--- config.mk ---
export PLATFORM = sky130hd
export DESIGN_NAME = panel_seq
export DESIGN_NICKNAME = d
export VERILOG_FILES = /design/src/rtl/panel_seq_pkg.sv /design/src/rtl/panel_seq_rom.sv /design/src/rtl/panel_seq_timer.sv /design/src/rtl/panel_seq.sv
export SDC_FILE = /design/constraint.sdc
export NUM_CORES = 1
export LEC_CHECK = 0
export CORE_UTILIZATION = 59
export DETAILED_ROUTE_END_ITERATION = 12
export GPL_ROUTABILITY_DRIVEN = 1
export PLACE_DENSITY = 0.86
export SYNTH_ARGS = -nofsm -noshare
export SYNTH_HDL_FRONTEND = slang
export SYNTH_SLANG_ARGS = --single-unit
--- constraint.sdc ---
create_clock -name clk -period 8.1 [get_ports clk]
set_clock_uncertainty 0.15 [all_clocks]
set_input_delay 1.62 -clock clk [delete_from_list [all_inputs] [get_ports clk]]
set_output_delay 1.62 -clock clk [all_outputs]
set_load 0.005 [all_outputs]
--- src/rtl/panel_seq_pkg.sv ---
package panel_seq_pkg;

   localparam int WORD_W    = 9;
   localparam int MAX_WORDS = 3;
   localparam int ROM_DEPTH = 20;
   localparam int PC_W      = $clog2(ROM_DEPTH);
   localparam int UP_BASE   = 0;
   localparam int DOWN_BASE = 15;

   typedef enum logic [2:0] {
      K_BARE = 3'd0,
      K_B1   = 3'd1,
      K_B2   = 3'd2,
      K_DLY  = 3'd3,
      K_END  = 3'd4
   } kind_e;

   // val: data for writes; wait select for K_DLY (0 long, 1 short);
   // resulting active level for K_END
   typedef struct packed {
      kind_e       kind;
      logic [7:0]  cmd;
      logic [15:0] val;
   } step_t;

   function automatic step_t mk(kind_e k, logic [7:0] c, logic [15:0] v);
      step_t s;
      s.kind = k;
      s.cmd  = c;
      s.val  = v;
      return s;
   endfunction

endpackage

--- src/rtl/panel_seq_rom.sv ---
module panel_seq_rom
   import panel_seq_pkg::*;
(
   input  logic [PC_W-1:0] addr,
   output step_t           step
);

   always_comb begin
      case (int'(addr))
         // bring-up script
         0:  step = mk(K_DLY,  8'h00, 16'h0000);
         1:  step = mk(K_BARE, 8'h00, 16'h0000);
         2:  step = mk(K_DLY,  8'h00, 16'h0001);
         3:  step = mk(K_BARE, 8'h00, 16'h0000);
         4:  step = mk(K_DLY,  8'h00, 16'h0001);
         5:  step = mk(K_BARE, 8'h00, 16'h0000);
         6:  step = mk(K_DLY,  8'h00, 16'h0001);
         7:  step = mk(K_B1,   8'hB0, 16'h0017);
         8:  step = mk(K_B1,   8'hBC, 16'h0080);
         9:  step = mk(K_B1,   8'h3B, 16'h0000);
         10: step = mk(K_B1,   8'hB0, 16'h0016);
         11: step = mk(K_B2,   8'hB8, 16'hFFF9);
         12: step = mk(K_BARE, 8'h11, 16'h0000);
         13: step = mk(K_BARE, 8'h29, 16'h0000);
         14: step = mk(K_END,  8'h00, 16'h0001);
         // shutdown script
         15: step = mk(K_BARE, 8'h28, 16'h0000);
         16: step = mk(K_B2,   8'hB8, 16'h8002);
         17: step = mk(K_BARE, 8'h10, 16'h0000);
         18: step = mk(K_B1,   8'hB0, 16'h0000);
         default: step = mk(K_END, 8'h00, 16'h0000);
      endcase
   end

endmodule

--- src/rtl/panel_seq_timer.sv ---
module panel_seq_timer #(
   parameter int unsigned LONG_CLKS  = 9_000_000,
   parameter int unsigned SHORT_CLKS = 100_000
) (
   input  logic clk,
   input  logic rst_n,
   input  logic load,
   input  logic sel_long,
   output logic expired
);

   localparam int unsigned MAX_CLKS = (LONG_CLKS > SHORT_CLKS) ? LONG_CLKS : SHORT_CLKS;
   localparam int          CNT_W    = $clog2(MAX_CLKS + 1);

   if (LONG_CLKS == 0 || SHORT_CLKS == 0) begin : g_bad_len
      $error("panel_seq_timer: wait lengths must be at least one clock");
   end

   if (MAX_CLKS == 1) begin : g_single
      assign expired = 1'b1;
   end else begin : g_count
      logic [CNT_W-1:0] cnt;
      always_ff @(posedge clk or negedge rst_n) begin
         if (!rst_n)
            cnt <= '0;
         else if (load)
            cnt <= sel_long ? CNT_W'(LONG_CLKS - 1) : CNT_W'(SHORT_CLKS - 1);
         else if (cnt != '0)
            cnt <= cnt - 1'b1;
      end
      assign expired = (cnt == '0);
   end

endmodule

--- src/rtl/panel_seq.sv ---
module panel_seq
   import panel_seq_pkg::*;
#(
   parameter int unsigned POWER_WAIT_CLKS = 9_000_000,
   parameter int unsigned GAP_CLKS        = 100_000
) (
   input  logic                          clk,
   input  logic                          rst_n,
   input  logic                          en_req,
   input  logic                          dis_req,
   output logic                          active,
   output logic                          busy,
   output logic                          err,
   output logic                          wr_req,
   output logic [1:0]                    wr_cnt,
   output logic [WORD_W*MAX_WORDS-1:0]   wr_words,
   input  logic                          wr_done,
   input  logic                          wr_err
);

   typedef enum logic [1:0] {S_IDLE, S_STEP, S_WRITE, S_WAIT} state_e;

   state_e            state;
   logic [PC_W-1:0]   pc;
   step_t             step;
   logic              pend_en;
   logic              pend_dis;
   logic              tmr_load;
   logic              tmr_exp;
   logic [WORD_W-1:0] word [MAX_WORDS];

   panel_seq_rom u_rom (
      .addr (pc),
      .step (step)
   );

   assign tmr_load = (state == S_STEP) && (step.kind == K_DLY);

   panel_seq_timer #(
      .LONG_CLKS  (POWER_WAIT_CLKS),
      .SHORT_CLKS (GAP_CLKS)
   ) u_tmr (
      .clk      (clk),
      .rst_n    (rst_n),
      .load     (tmr_load),
      .sel_long (!step.val[0]),
      .expired  (tmr_exp)
   );

   assign busy = (state != S_IDLE);

   always_ff @(posedge clk or negedge rst_n) begin
      if (!rst_n) begin
         state    <= S_IDLE;
         pc       <= '0;
         active   <= 1'b0;
         err      <= 1'b0;
         wr_req   <= 1'b0;
         pend_en  <= 1'b0;
         pend_dis <= 1'b0;
      end else if (state == S_IDLE) begin
         pend_en  <= 1'b0;
         pend_dis <= 1'b0;
         if (!active && (en_req || pend_en)) begin
            pc    <= PC_W'(UP_BASE);
            state <= S_STEP;
         end else if (active && (dis_req || pend_dis)) begin
            pc    <= PC_W'(DOWN_BASE);
            state <= S_STEP;
         end
      end else begin
         if (en_req)  pend_en  <= 1'b1;
         if (dis_req) pend_dis <= 1'b1;
         case (state)
            S_STEP: begin
               if (step.kind == K_DLY) begin
                  state <= S_WAIT;
               end else if (step.kind == K_END) begin
                  active <= step.val[0];
                  state  <= S_IDLE;
               end else begin
                  wr_req <= 1'b1;
                  state  <= S_WRITE;
               end
            end
            S_WRITE: begin
               if (wr_done) begin
                  wr_req <= 1'b0;
                  err    <= err | wr_err;
                  pc     <= pc + 1'b1;
                  state  <= S_STEP;
               end
            end
            default: begin
               if (tmr_exp) begin
                  pc    <= pc + 1'b1;
                  state <= S_STEP;
               end
            end
         endcase
      end
   end

   // word assembly: command first, data high byte before low byte
   always_comb begin
      word[0] = {1'b0, step.cmd};
      word[1] = '0;
      word[2] = '0;
      wr_cnt  = 2'd1;
      if (step.kind == K_B1) begin
         word[1] = {1'b1, step.val[7:0]};
         wr_cnt  = 2'd2;
      end else if (step.kind == K_B2) begin
         word[1] = {1'b1, step.val[15:8]};
         word[2] = {1'b1, step.val[7:0]};
         wr_cnt  = 2'd3;
      end
   end

   for (genvar g = 0; g < MAX_WORDS; g++) begin : g_pack
      assign wr_words[(MAX_WORDS-1-g)*WORD_W +: WORD_W] = word[g];
   end

   // request held with stable payload until done
   assert_req_hold_R11: assert property (@(posedge clk) disable iff (!rst_n)
      (wr_req && !wr_done) |=> wr_req);
   assert_words_stable_R11: assert property (@(posedge clk) disable iff (!rst_n)
      (wr_req && !wr_done) |=> ($stable(wr_words) && $stable(wr_cnt)));
   // word count always in range while requesting
   assert_cnt_range_R4: assert property (@(posedge clk) disable iff (!rst_n)
      wr_req |-> (wr_cnt != 2'd0));
   // nothing is written while no script runs
   assert_no_req_idle_R8: assert property (@(posedge clk) disable iff (!rst_n)
      !busy |-> !wr_req);
   // no write during a timed wait
   assert_no_req_in_wait_R2: assert property (@(posedge clk) disable iff (!rst_n)
      (state == S_WAIT) |-> !wr_req);
   // error flag is sticky
   assert_err_sticky_R9: assert property (@(posedge clk) disable iff (!rst_n)
      err |=> err);
   // active changes only at the end of a script
   assert_active_at_end_R6: assert property (@(posedge clk) disable iff (!rst_n)
      $rose(active) |-> ($past(busy) && !busy));

endmodule

==> metrics.txt, run 1 <==
Slew Limit Headroom=0.444; FF-to-FF path depth=7; 1st-iter DRT viols=191; Ys Warns=0; layout cells sized above 1=0.0719; vias in the first global route=2,149; #FFs+latches synth=36; Setup WS post-layout=3.08 ns; Finished Layout Cells=386; Die X=69.2 µm; Clk pwr share=0.104; crit path to=wr_words[14]; worst slack at placement=3.42 ns; TritonCTS clock tree=built; fin area=3030 µm²; Clock Pin Slew Worst Setup and Hold Paths=0.08 ns; Max stage delay cell, worst path=a2111oi_1; Syn-to-layout area delta=13.8%; status=completed; crit path DAT=3.25 ns; GP Congestion=0.892; hold_buf cts=0; DR vias/cell=6.19; core area=4350 µm²; clock sink total=36; Via Count=2,389; total gr overflow=0; Hold Vio Cnt, Final=0; Antenna diodes=0; Metal-1 WL=2.72 mm; HP Class=register to register; RSZ-0062 raised after global routing=false; Max IR drop VDD=0.234 mV; Resized Gates After CTS=0; crit path launch type=register; met2 WL post-DR=2.74 mm; FILL cells=339; largest net degree at the start of global routing=37; WL per Instance=15.4 µm; final wirelength=5.94 mm; Synth Flop Type=dfrtp_1; Initial Util=0.611; IO buf count=36; post-synthesis sequential area ratio=0.338; Async SR Flop Fraction=1.00; cells after synthesis=312; combinational share of power=0.578; drt first pass iters=5; Max Cap Viol=0; Leak Pwr=1.21 nW; first-pass GRT wire length=10.1 mm; crit path kind=register to output pin; depth of the CTS H-tree=2; RR Startpoint=pc[0]$_DFFE_PN0P_; final setup fails=0; critical path peak fanout=14; die span in y=69.2 µm; Clock Latency Late Sink=0.30 ns; minimum clock period=5.02 ns; Pins Over Slew Limit=0; Critical Path Start=pc[0]$_DFFE_PN0P_; Pwr per Cell Area=408 nW/µm²; DRC=0; cell taking the most area after synthesis=dfrtp_1; dpl cells=378; NetSw=0.567 mW; RR Endpoint=u_tmr.g_count.cnt[23]$_DFFE_PN0P_; nature of the critical path endpoint=output pin; final antenna-violating net count=0; Internal=0.668 mW; FMAX=0.199 GHz; final period utilization=0.620; post-CTS setup buffer count=0; Detail Placement HPWL=4.27 mm; Max stage delay on crit path=0.59 ns; GR Util All Layers=0.261; syn_area_per_cell=8.53 µm²; Post-Syn Area=2660 µm²; CTS root buf=clkbuf_8; # rows=24; Post-layout nets=353; Yosys top cell area share=0.338; initial antenna violation count=0; sequential share of power=0.317; r2r setup slk=5.10 ns; Distinct cells, synth=57; Die Footprint=4790 µm²; number of buffers created by CTS=5; Sw Share=0.459; worst path cell trace=inv_1 > ha_1 > nor2_1 > a2111oi_1 > o21ai_0 > or2_1 > a21oi_1 > clkdlybuf4s50_1; synth top area cells=dfrtp_1 (34%), ha_1 (6.6%), nor2_1 (4.9%); Top Layer Used=met4; Worst Tran Pin Value=0.830 ns; CP required=6.33 ns; IO Pins=39; Post-Route Setup TNS=0 ns; number of flops mapped to enable cells by yosys=0; met3 routed WL=362 µm; CTS max path bufs=2; Post-DP Area=2940 µm²
## cells in the final DEF, fill, tap and decap left out, types with 4 or more instances in the layout
cell type,instances
dfrtp_1,36
clkdlybuf4s50_1,36
nor2_1,35
nand2_1,24
o21ai_0,17
ha_1,14
inv_1,13
a21oi_1,13
xnor2_1,10
nand3_1,9
o22ai_1,9
xor2_1,9
nor3_1,8
or3_1,7
nand2b_1,6
nand4_1,5
nor4_1,5
clkbuf_8,5
nor2b_1,4
and3_1,4
or2_2,4
nor3b_1,4
## metrics by stage
stage / power, mW / hold slack (ns) / util
finish: 1.24 / 0.335 / 0.696
floorplan: 0.875 / 0.305 / -
global placement: 1.07 / 0.313 / 0.676
detailed placement: 1.10 / 0.323 / 0.676
global route: 1.34 / 0.365 / 0.696
CTS: 1.23 / 0.340 / 0.696
## synthesized netlist by cell type (2+ instances only)
cell type  count
dfrtp_1       36
nor2_1        35
nand2_1       24
o21ai_0       17
buf_4         14
ha_1          14
a21oi_1       13
inv_1         13
xnor2_1       10
nand3_1        9
o22ai_1        9
xor2_1         9
nor3_1         8
or3_1          7
nand2b_1       6
buf_2          5
nand4_1        5
nor4_1         5
and3_1         4
nor2b_1        4
nor3b_1        4
or2_2          4
a31oi_1        3
nand3b_1       3
nor4b_1        3
o211ai_1       3
o21bai_1       3
o31a_1         3
a2111oi_1      2
a221oi_1       2
and2_1         2
clkbuf_1       2
nor4_4         2
o21a_1         2
o31ai_1        2
o32ai_1        2
or4_1          2
or4_4          2
## worst max-delay path, delay by kind of cell (launching register included)
kind	cells	cell delay, ns
AND/OR/NAND/NOR	2	0.45
adder cells (fa/ha/maj)	1	0.23
buffers and inverters	2	0.78
AO/OA/AOI/OAI	3	1.03
flip-flops	1	0.48
## worst min path at each step
stage	slack, ns	start	cells past startpoint	end
2_1_floorplan	0.30	pend_dis$_DFFE_PN0P_	2	pend_dis$_DFFE_PN0P_
3_5_place_dp	0.32	err$_DFFE_PN0P_	1	err$_DFFE_PN0P_
4_1_cts	0.34	err$_DFFE_PN0P_	1	err$_DFFE_PN0P_
6_report	0.34	err$_DFFE_PN0P_	1	err$_DFFE_PN0P_
5_1_grt	0.37	err$_DFFE_PN0P_	1	err$_DFFE_PN0P_
3_3_place_gp	0.31	err$_DFFE_PN0P_	1	err$_DFFE_PN0P_
## state kept, by name (all words and copies together) (netlist names)
name	count
wr_req	1
pc	5
pend_dis	1
err	1
pend_en	1
state	2
active	1
u_tmr.g_count.cnt	24
## power groups by stage
stage	sequential, mW	combinational [mW]	clock (mW)
finish	0.392	0.714	0.129
global route	0.403	0.794	0.139
floorplan	0.341	0.534	0
detailed placement	0.389	0.709	0
global placement	0.385	0.690	0
CTS	0.387	0.711	0.132
## routing by layer
| layer | global-route usage | vias up |
|---|---|---|
| li1 | - | 1148 |
| met1 | 0.366 | 1148 |
| met2 | 0.406 | 82 |
| met3 | 0.0480 | 11 |
| met4 | 0.0952 | 0 |
| met5 | 0 | - |
## layout make-up
cell class | count | area [µm²] | area share
Multi-Input combinational cell | 240 | 1560 | 0.515
Timing Repair Buffer | 37 | 368 | 0.121
Tap cell | 52 | 65.1 | 0.0215
Clock buffer | 5 | 68.8 | 0.0227
Clock inverter | 3 | 18.8 | 0.00620
Sequential cell | 36 | 901 | 0.297
Inverter | 13 | 48.8 | 0.0161
## cells by family after synthesis
logic type,synth area share
AOI/OAI and AO/OA,0.169
xor gates and xnor gates,0.0625
muxes,0.00423
DFF,0.338
other,0.00141
adders and majority gates,0.0658
and+or+nand+nor,0.281
buffers and inverters,0.0775
(Power assumes the default switching activity.)
==> inputs of run 2 (changes only) <==
--- a/config.mk
+++ b/config.mk
@@ -5,10 +5,10 @@
 export SDC_FILE = /design/constraint.sdc
 export NUM_CORES = 1
 export LEC_CHECK = 0
-export CORE_UTILIZATION = 59
+export CORE_UTILIZATION = 55
 export DETAILED_ROUTE_END_ITERATION = 12
 export GPL_ROUTABILITY_DRIVEN = 1
-export PLACE_DENSITY = 0.86
+export PLACE_DENSITY = 0.81
 export SYNTH_ARGS = -nofsm -noshare
 export SYNTH_HDL_FRONTEND = slang
 export SYNTH_SLANG_ARGS = --single-unit
==> constraint.sdc (replaced) <==
create_clock -name clk -period 4.66 [get_ports clk]
set_clock_uncertainty 0.15 [all_clocks]
set_input_delay 0.932 -clock clk [delete_from_list [all_inputs] [get_ports clk]]
set_output_delay 0.932 -clock clk [all_outputs]
set_load 0.005 [all_outputs]
==> metrics.txt, run 2 (synthesized netlist as in run 1, its figures left out) <==
status=completed; post-CTS setup buffer count=0; total gr overflow=0; Largest regs=u_tmr.g_count.cnt (24), pc (5), state (2); final period utilization=0.931; sequential share of power=0.312; Hold Path Stages=1; clock sink total=36; Pins Over Slew Limit=0; Antenna diodes=0; Critical Path Start=pc[0]$_DFFE_PN0P_; # rows=24; Detail Placement HPWL=4.17 mm; final wirelength=5.78 mm; Hold Vio Cnt, Final=0; Max IR drop VDD=0.373 mV; Post-layout nets=354; Hold EP=err$_DFFE_PN0P_; GR Util All Layers=0.239; GP Congestion=0.865; largest net degree at the start of global routing=37; Max Cap Viol=0; DRC=0; 1st-iter DRT viols=290; Die X=71.6 µm; final antenna-violating net count=0; RR Endpoint=u_tmr.g_count.cnt[14]$_DFFE_PN0P_; number of buffers created by CTS=5; RSZ-0062 raised after global routing=false; drt first pass iters=4; DR vias/cell=5.91; IO Pins=39; WL per Instance=14.9 µm; Power, Total=2.16 mW; Syn-to-layout area delta=14.2%; Clock Latency Late Sink=0.29 ns; Worst Tran Pin Value=0.876 ns; final setup fails=0; HP Class=register to register; IO buf count=36; Sw Share=0.452; Sequential Area=901 µm²; Largest register FFs=24; Initial Util=0.591; M2 GR Usage=0.338; FF-to-FF path depth=7; NetSw=0.975 mW; Die Footprint=5120 µm²; first-pass GRT wire length=9.65 mm; GR Util met3=0.0492; layout cells sized above 1=0.0746; Top Usage Layer GRT=met1; CTS root buf=clkbuf_8; Leak Pwr=1.21 nW; Clock Pin Slew Worst Setup and Hold Paths=0.07 ns; FMAX=0.231 GHz; RR Startpoint=pc[0]$_DFFE_PN0P_; CTS max path bufs=2; crit path kind=register to output pin; combinational share of power=0.581; critical path peak fanout=14; initial antenna violation count=0; crit path launch type=register; commonest non-fill, non-tap cells in the layout=dfrtp_1 (36), clkdlybuf4s50_1 (36), nor2_1 (35), nand2_1 (24), o21ai_0 (17); Multi-input gate area=1560 µm²; hold path start=err$_DFFE_PN0P_; die span in y=71.6 µm; Post-Route Setup TNS=0 ns; minimum clock period=4.34 ns; Clk pwr share=0.107; FILL cells=383; TritonCTS clock tree=built; nature of the critical path endpoint=output pin; depth of the CTS H-tree=2; vias in the first global route=1,988; crit path DAT=3.26 ns; r2r setup slk=1.53 ns; Pwr per Cell Area=709 nW/µm²; Resized Gates After CTS=0; met1 Use GR=0.378; Via Count=2,288; hold_buf cts=0; Slew Limit Headroom=0.414; Internal=1.18 mW; Top reg by flops=u_tmr.g_count.cnt; CP required=3.58 ns; core area=4500 µm²
run 2: power groups by stage:
stage	sequential, mW	combinational (mW)	clock, mW
5_1_grt	0.700	1.39	0.250
2_1_floorplan	0.592	0.929	0
6_report	0.674	1.25	0.231
3_3_place_gp	0.661	1.22	0
3_5_place_dp	0.668	1.24	0
4_1_cts	0.667	1.25	0.235
run 2: metrics by stage:
stage	cell area [µm²]	utilization	cells	hold WS, ns	setup slack, ns
finish	3040	0.675	387	0.326	0.322
global placement	2950	0.655	379	0.310	0.772
CTS	3040	0.675	387	0.331	0.356
floorplan	2670	-	313	0.305	1.24
detailed placement	2950	0.655	379	0.312	0.674
global route	3040	0.675	387	0.360	0.0792
run 2: final cells by class:
| cell class | count | area share |
|---|---|---|
| tap | 52 | 0.0214 |
| multi-input combinational | 240 | 0.513 |
| timing repair buffer | 38 | 0.123 |
| clock buffer | 6 | 0.0271 |
| sequential | 36 | 0.296 |
| inverter | 13 | 0.0160 |
| clock inverter | 2 | 0.00329 |
run 2: how the worst max path moves through the flow:
stage	endpoint	cells after the start
after floorplan	wr_words[14]	10
after global placement	wr_words[15]	8
after detailed placement	wr_words[12]	8
after CTS	wr_words[12]	8
after global routing	wr_words[12]	8
final	wr_words[12]	8
run 2: per-layer routing:
layer  up-vias  wire length (µm)
met5         -                 0
li1       1144                 -
met3         7               454
met1      1048              2890
met4         0                30
met2        89              2400
run 2: worst max-delay path, stage by stage, from the launching register on:
cell and delay [ns]:
dfrtp_1 0.48, inv_1 0.21, ha_1 0.24, nor2_1 0.08, a2111oi_1 0.63, o21ai_0 0.13
or2_1 0.38, a21oi_1 0.27, clkdlybuf4s50_1 0.55
==> inputs of run 3 (changes only) <==
--- a/config.mk
+++ b/config.mk
@@ -6,6 +6,7 @@
 export NUM_CORES = 1
 export LEC_CHECK = 0
 export CORE_UTILIZATION = 55
+export CTS_CLUSTER_SIZE = 25
 export DETAILED_ROUTE_END_ITERATION = 12
 export GPL_ROUTABILITY_DRIVEN = 1
 export PLACE_DENSITY = 0.81
==> results of run 3 <==
Final layout, timing and power as in run 2 (identical DEF).
